File: src/rtl/long_call_seq.sv
module long_call_seq #(
  parameter int AW = 32,
  parameter int OW = 11,
  parameter int HI_SHIFT = 12
) (
  input  logic          clk,
  input  logic          rst_n,
  input  logic          hw_valid,
  input  logic [1:0]    hw_kind,
  input  logic [OW-1:0] hw_off,
  input  logic [AW-1:0] hw_addr,
  input  logic [AW-1:0] lr_in,
  output logic          pc_we,
  output logic [AW-1:0] pc_out,
  output logic          lr_we,
  output logic [AW-1:0] lr_out,
  output logic          t_flag,
  output logic          undef,
  output logic          pair_err,
  output logic          b_uncond
);
  localparam int EXT = AW - OW;

  logic          pend_q;
  logic [AW-1:0] pend_addr_q;

  wire is_pre  = hw_kind == 2'b10;
  wire is_suf  = hw_kind[0];
  wire is_sw   = hw_kind == 2'b01;
  wire is_b    = hw_kind == 2'b00;

  wire [AW-1:0] hi_part  = {{EXT{hw_off[OW-1]}}, hw_off} << HI_SHIFT;
  wire [AW-1:0] pre_lr   = hw_addr + AW'(4) + hi_part;
  wire [AW-1:0] suf_sum  = lr_in + {{(EXT-1){1'b0}}, hw_off, 1'b0};
  wire [AW-1:0] ret_addr = (hw_addr + AW'(2)) | AW'(1);

  wire paired  = pend_q && (hw_addr == pend_addr_q + AW'(2));
  wire bad_enc = is_sw && hw_off[0];
  wire go      = is_suf && paired && !bad_enc;
  wire broken  = is_suf ? !paired : pend_q;

  always_ff @(posedge clk) begin
    if (!rst_n) begin
      pend_q      <= 1'b0;
      pend_addr_q <= '0;
      pc_we       <= 1'b0;
      pc_out      <= '0;
      lr_we       <= 1'b0;
      lr_out      <= '0;
      t_flag      <= 1'b1;
      undef       <= 1'b0;
      pair_err    <= 1'b0;
      b_uncond    <= 1'b0;
    end else begin
      pc_we    <= hw_valid && go;
      lr_we    <= hw_valid && (go || is_pre);
      undef    <= hw_valid && bad_enc;
      pair_err <= hw_valid && broken;
      b_uncond <= hw_valid && is_b;
      if (hw_valid) begin
        pend_q <= is_pre;
        if (is_pre) begin
          pend_addr_q <= hw_addr;
          lr_out      <= pre_lr;
        end
        if (go) begin
          pc_out <= is_sw ? (suf_sum & ~AW'(3)) : suf_sum;
          lr_out <= ret_addr;
          t_flag <= !is_sw;
        end
      end
    end
  end

  assert_switch_aligned_R3: assert property (@(posedge clk) disable iff (!rst_n)
    (pc_we && !t_flag) |-> (pc_out[1:0] == 2'b00));
  assert_link_odd_R2: assert property (@(posedge clk) disable iff (!rst_n)
    pc_we |-> (lr_we && lr_out[0]));
  assert_undef_quiet_R5: assert property (@(posedge clk) disable iff (!rst_n)
    undef |-> (!pc_we && !lr_we));
  assert_uncond_quiet_R4: assert property (@(posedge clk) disable iff (!rst_n)
    b_uncond |-> (!pc_we && !lr_we));
  assert_lone_suffix_R6: assert property (@(posedge clk) disable iff (!rst_n)
    (hw_valid && hw_kind[0] && !pend_q) |=> (pair_err && !pc_we));
  assert_idle_quiet_R9: assert property (@(posedge clk) disable iff (!rst_n)
    !hw_valid |=> !(pc_we || lr_we || undef || pair_err || b_uncond));
endmodule

File: config.mk
export PLATFORM = sky130hd
export DESIGN_NAME = long_call_seq
export DESIGN_NICKNAME = d
export VERILOG_FILES = /design/src/rtl/long_call_seq.sv
export SDC_FILE = /design/constraint.sdc
export NUM_CORES = 1
export LEC_CHECK = 0
export ABC_AREA = 1
export BUFFER_PORTS_ARGS = -buffer_cell sky130_fd_sc_hd__buf_2
export CAP_MARGIN = 10
export CELL_PAD_IN_SITES_DETAIL_PLACEMENT = 1
export CELL_PAD_IN_SITES_GLOBAL_PLACEMENT = 1
export CORE_MARGIN = 2
export CORE_UTILIZATION = 35
export CTS_BUF_LIST = sky130_fd_sc_hd__clkbuf_4 sky130_fd_sc_hd__clkbuf_8 sky130_fd_sc_hd__clkbuf_16
export DETAILED_ROUTE_END_ITERATION = 8
export GPL_TIMING_DRIVEN = 0
export PLACE_DENSITY = 0.73
export SKIP_CTS_REPAIR_TIMING = 1
export SLEW_MARGIN = 25
export SYNTH_ARGS = -nofsm -noshare
export SYNTH_HDL_FRONTEND = slang
export SYNTH_SLANG_ARGS = --single-unit
export TNS_END_PERCENT = 10
File: constraint.sdc
create_clock -name clk -period 3.6 [get_ports clk]
set_input_delay 0.18 -clock clk [delete_from_list [all_inputs] [get_ports clk]]
set_output_delay 0.18 -clock clk [all_outputs]
set_load 0.05 [all_outputs]
==> run_results.csv, run 1 <==
group,metric,value,unit
timing,setup_violations,0,
global_routing,grt_first_pass_wirelength,51.1,mm
synthesis,ys_types,41,
status,status,"finished, final reports clean",
floorplanning,rows,57,
synthesis,netlist_instances,1404,
timing,clock_skew,0.0157,ns
timing,max_freq,0.299,GHz
clocking,clkSlewWorstSetupHoldPaths,0.09,ns
critical_path,path_class,"reg2reg",
critical_path,cp_data_arrival_time,3.61,ns
min_path,min_from,"hw_kind[0]",
critical_path,end_kind,"register",
timing,relSlewSlack,40.3,%
power_and_ir_drop,powerDensity,308,nW/um2
global_routing,grt_use_total,25.2,%
drt,initialDrtViolationCount,472,
drt,drtPass1Iterations,5,
floorplanning,fp.dieH,160,um
synthesis,synth_fp_nets,1518,
synthesis,yosysWarnings,0,
synthesis,netlist_area,8570,um2
timing,hold_viol,0,
synthesis,synth.top_cell.area_share,24.1,%
clocking,cts_buffers,9,
floorplanning,design.core.area,24200,um2
layout,layout-drive-gt1-share,13.0,%
layout,largestRegisters,"lr_out: 32 flops, pc_out: 32 flops, pend_addr_q: 32 flops",
critical_path,r2r_cells,19,
placement,place_inst,1872,
timing,fin_ws,0.250,ns
drt,postRouteAntennaNets,0,
layout,stdcell_area,10100,um2
drt,vias,9573,
critical_path,ff2ff_setup_slack,0.25,ns
placement,dp_hpwl,26.9,mm
critical_path,start_kind,"register",
critical_path,r2r-start,"pend_addr_q[1]",
drt,wirelength,32.3,mm
placement,dp_slack,-0.0400,ns
drt,drc,0,
critical_path,required,3.86,ns
clocking,cts_buffer_depth,2,
layout,antennaDiodeCount,0,
drt,viasPerCell,5.05,
clocking,cts_tree,"yes",
synthesis,ys_ff_latch,103,
floorplanning,io_pins,150,
timing,whs,0.0497,ns
run,drv_cap,0,
drt,wl_per_cell,17.0,um
min_path,hold_class,"in2reg",
synthesis,ys_top_cells_by_area,"dfxtp_1, nand2_1, nor2_1",
clocking,cts_sinks,103,
min_path,hold_depth,2,
global_routing,grt_max_degree,22,
timing,finalCritPeriodShare,93.1,%
clocking,clockRootBuffer,"clkbuf_16",
layout,instances_no_fill,1897,
min_path,hold_path_end,"b_uncond",
placement,port-buffer-count,144,
global_routing,grt_overflow,0,
global_routing,antenna_found_initial,0,
synthesis,yosys.area.top_type,"dfxtp_1",
placement,placed_area,9700,um2
layout,layout.nets,1682,
critical_path,crit_path_max_fanout,10,
timing,post-route-min-period,3.35,ns
synthesis,avgSynthCellArea,6.10,um2
placement,place.gp.congestion,0.904,
power_and_ir_drop,p_leak,4.88,nW
layout,finish.utilization,41.8,%
critical_path,rr_endpoint,"lr_out[1]",
timing,setup_tns,0,ns
timing,slew_viol_final,0,
power_and_ir_drop,total_power,3.12,mW
floorplanning,die-area,25800,um2
global_routing,grt_pass1_vias,9801,
floorplanning,initial_core_util,35.4,%
clocking,cts-htree-levels,3,
timing,worst_pin_slew,0.895,ns
floorplanning,dieWidth,160,um
power_and_ir_drop,vdd.ir_drop.worst,0.000169,V
clocking,clock_latency,0.38,ns
synthesis,yosysSeqAreaShare,24.1,%
layout,area_growth,18.0,%
[critical path, stage by stage (launching register included)]
cell      delay (ns)
dfxtp_1         0.43
ha_1            0.22
nand2_1         0.14
nor2_4          0.24
nand2_2         0.17
nor2_4          0.21
nand2_1         0.11
nand2_1         0.07
nand2_1         0.07
nand2_1         0.12
nand3_1         0.09
nor2_1          0.11
nand2_1         0.10
nor2_4          0.23
nand4_4         0.25
nand2_2         0.21
clkbuf_4        0.27
nand2_1         0.10
nand2_1         0.06
nor2_1          0.04
[cell usage after synthesis, drive strengths merged]
cell type  count
a21o           3
a21oi         79
a22oi          1
and2           8
buf           13
clkbuf        32
clkinv         4
dfxtp        103
fa             1
ha            33
inv          143
nand2        413
nand3         68
nand3b        16
nand4         47
nor2         203
nor2b          1
nor3          27
nor4           5
o211a          1
o211ai         3
o21a           4
o21ai         71
o21bai         7
o221ai         1
o31ai          1
or2            3
xnor2         28
xnor3          2
xor2          83
[report_power, final]
| group | internal (mW) | total [mW] | switching, mW |
|---|---|---|---|
| Sequential | 1.18 | 1.22 | 0.0373 |
| Clock | 0.501 | 1.05 | 0.553 |
| Combinational | 0.284 | 0.846 | 0.563 |
| Total | 1.96 | 3.12 | 1.15 |
[how the worst max path moves through the flow]
stage,endpoint,start,cells past startpoint
5_1_grt,lr_out[1],pend_addr_q[1],19
4_1_cts,lr_out[1],pend_addr_q[1],19
3_3_place_gp,lr_out[1],pend_addr_q[1],19
2_1_floorplan,lr_out[1],pend_addr_q[1],17
3_5_place_dp,lr_out[1],pend_addr_q[1],19
6_report,lr_out[1],pend_addr_q[1],19
[cell type report]
| cell class | count | area [um2] |
|---|---|---|
| fill | 3345 | 14100 |
| multi-input combinational | 1109 | 5780 |
| sequential | 103 | 2060 |
| timing repair buffer | 153 | 803 |
| inverter | 147 | 552 |
| tap | 324 | 405 |
| clock buffer | 9 | 225 |
| buffer | 45 | 199 |
| clock inverter | 7 | 88.8 |
[cell usage in the layout, fill, tap and decap left out, types with 2 or more instances in the layout]
cell	count
nand3_1	65
and2_1	8
nor4_1	5
xnor2_1	28
o21bai_1	7
a21oi_1	79
buf_4	10
o21a_1	4
nand2_1	410
xnor3_1	2
ha_1	33
clkbuf_1	30
nor3_1	26
nand3b_1	16
a21o_1	3
nor2_1	194
nand3_2	2
inv_8	2
o211ai_1	3
o21ai_0	61
xor2_1	83
clkbuf_2	2
nor2_4	6
nor2_2	3
clkinv_8	3
inv_1	140
clkbuf_4	2
inv_2	3
clkinv_4	2
buf_2	151
or2_2	3
o21ai_1	10
clkbuf_16	9
nand4_1	46
nand2_2	3
clkinv_1	4
dfxtp_1	103
[layer usage]
| layer | part of all wire, % | vias to the layer above | global-route usage [%] |
|---|---|---|---|
| met5 | 0 | - | 0 |
| met4 | 2.1 | 0 | 7.13 |
| met3 | 3.9 | 30 | 3.10 |
| met2 | 48 | 190 | 45.1 |
| met1 | 46 | 4534 | 31.8 |
| li1 | - | 4819 | - |
[cells by family after synthesis]
logic type / after synthesis / share of synthesized area, %
buffers and inverters: 192 / 8.64
adders and majority gates: 34 / 5.05
xor gates and xnor gates: 113 / 11.9
AOI/OAI and AO/OA: 171 / 10.6
DFF: 103 / 24.1
and+or+nand+nor: 791 / 39.7
(Power assumes the default switching activity.)
==> run 2, diff against run 1 <==
Settings changed: CORE_ASPECT_RATIO set to 0.7, PLACE_DENSITY 0.73 to not set, PLACE_DENSITY_LB_ADDON set to 0.1.
==> run 2 against run 1 <==
Effect of this change:
- sequential cell count unchanged
- register-to-register slack got worse by 0.03 ns
- via count increased by 1.5%
- critical path depth increased by 1
- clock skew decreased by 0.0042 ns
- clock power about the same
- critical endpoint unchanged
- largest power group unchanged
- highest routed layer unchanged
==> run_results.csv, run 2 (same netlist as run 1, synthesis figures left out) <==
group,metric,value,unit
timing,finalCritPeriodShare,94.0,%
floorplanning,die-area,25800,um2
timing,clock_skew,0.0115,ns
clocking,cts_tree,"yes",
clocking,cts_buffers,9,
drt,initialDrtViolationCount,648,
layout,layout-drive-gt1-share,13.1,%
global_routing,grt_max_degree,18,
timing,whs,0.0559,ns
min_path,hold_class,"in2reg",
placement,port-buffer-count,144,
layout,final_cell_mix,"nand2_1, nor2_1, buf_2",
global_routing,antenna_found_initial,0,
clocking,clkSlewWorstSetupHoldPaths,0.08,ns
layout,layout.nets,1683,
run,drv_cap,0,
global_routing,grt_pass1_vias,9441,
layout,final_common_cell,"nand2_1",
floorplanning,fp.dieH,135,um
global_routing,grt_use_total,27.2,%
floorplanning,rows,47,
status,status,"finished, final reports clean",
critical_path,crit_path_max_fanout,10,
layout,antennaDiodeCount,0,
drt,viasPerCell,5.14,
critical_path,end_kind,"register",
timing,relSlewSlack,47.7,%
clocking,clock_latency,0.37,ns
drt,drc,0,
clocking,cts_sinks,103,
placement,dp_hpwl,28.6,mm
timing,post-route-min-period,3.38,ns
drt,wl_per_cell,18.4,um
timing,rsz0062_at_grt,"yes",
timing,worst_pin_slew,0.785,ns
global_routing,grt_overflow,0,
power_and_ir_drop,p_leak,4.89,nW
drt,drtPass1Iterations,5,
layout,area_growth,18.2,%
placement,place.gp.congestion,0.895,
clocking,cts-htree-levels,3,
clocking,cts_buffer_depth,2,
critical_path,cp_data_arrival_time,3.63,ns
power_and_ir_drop,powerDensity,309,nW/um2
timing,hold_viol,0,
critical_path,path_class,"reg2reg",
floorplanning,dieWidth,191,um
drt,postRouteAntennaNets,0,
timing,max_freq,0.296,GHz
clocking,clockRootBuffer,"clkbuf_16",
timing,setup_violations,0,
drt,wirelength,34.7,mm
global_routing,grt_first_pass_wirelength,53.6,mm
layout,largestRegisters,"lr_out: 32 flops, pc_out: 32 flops, pend_addr_q: 32 flops",
floorplanning,design.core.area,23800,um2
critical_path,required,3.85,ns
timing,slew_viol_final,0,
power_and_ir_drop,vdd.ir_drop.worst,0.000235,V
floorplanning,initial_core_util,36.0,%
drt,vias,9720,
floorplanning,io_pins,150,
timing,setup_tns,0,ns
critical_path,start_kind,"register",
[run 2: per-layer routing]
| metal | routed length (um) | vias to the layer above | part of all wire (%) | global-route usage [%] |
|---|---|---|---|---|
| met1 | 18400 | 4630 | 53 | 42.2 |
| li1 | - | 4830 | - | - |
| met2 | 14200 | 248 | 41 | 39.8 |
| met3 | 2000 | 12 | 5.8 | 4.08 |
| met5 | 0 | - | 0 | 0 |
| met4 | 216 | 0 | 0.62 | 3.88 |
[run 2: path summary, 6_finish.rpt]
kind,start,to,slack [ns],depth (start not counted)
worst max register to register,pend_addr_q[2],lr_out[1],0.22,20
worst min-delay path,hw_kind[0],b_uncond,0.06,2
worst min register to register,pc_out[0],pc_out[0],0.47,2
worst max-delay path,pend_addr_q[2],lr_out[1],0.22,20
[run 2: worst max-delay path, cell delays in order, from the launching register on]
cell and delay [ns]:
dfxtp_1 0.37, ha_1 0.23, nand2_1 0.15, nor2_4 0.24, nand2_2 0.18, nor2_4 0.23, nand2_1 0.11, nand2_1 0.07
nand2_1 0.06, nand2_1 0.13, nand3_1 0.09, nor2_1 0.10, nand2_1 0.09, nor2_4 0.23, buf_4 0.18, clkbuf_2 0.26
nand4_1 0.22, nand2_1 0.13, nand2_1 0.06, nand2_1 0.06, nor2_1 0.04
[run 2: cell type report]
cell class	instances	area [um2]
Tap cell	318	398
Timing Repair Buffer	154	823
Clock buffer	10	239
Fill cell	3279	13700
Buffer	45	210
Sequential cell	103	2060
Clock inverter	5	65.1
Multi-Input combinational cell	1109	5780
Inverter	147	552
[run 2: report_power, final]
group          total (mW)  internal, mW  switching, mW
clock network        1.06         0.563          0.492
registers            1.22          1.18         0.0402
logic               0.862         0.285          0.577
[run 2: metrics by stage]
step / util, % / worst slack (ns) / std cells / area (um2) / power, mW
3_5_place_dp: 40.7 / -0.165 / 1866 / 9690 / 2.09
2_1_floorplan: - / 0.983 / 1404 / 8570 / 1.81
3_3_place_gp: 40.7 / -0.102 / 1866 / 9690 / 2.07
5_1_grt: 42.5 / -0.0469 / 1891 / 10100 / 3.30
4_1_cts: 42.0 / -0.182 / 1881 / 9990 / 3.15
6_report: 42.5 / 0.218 / 1891 / 10100 / 3.14
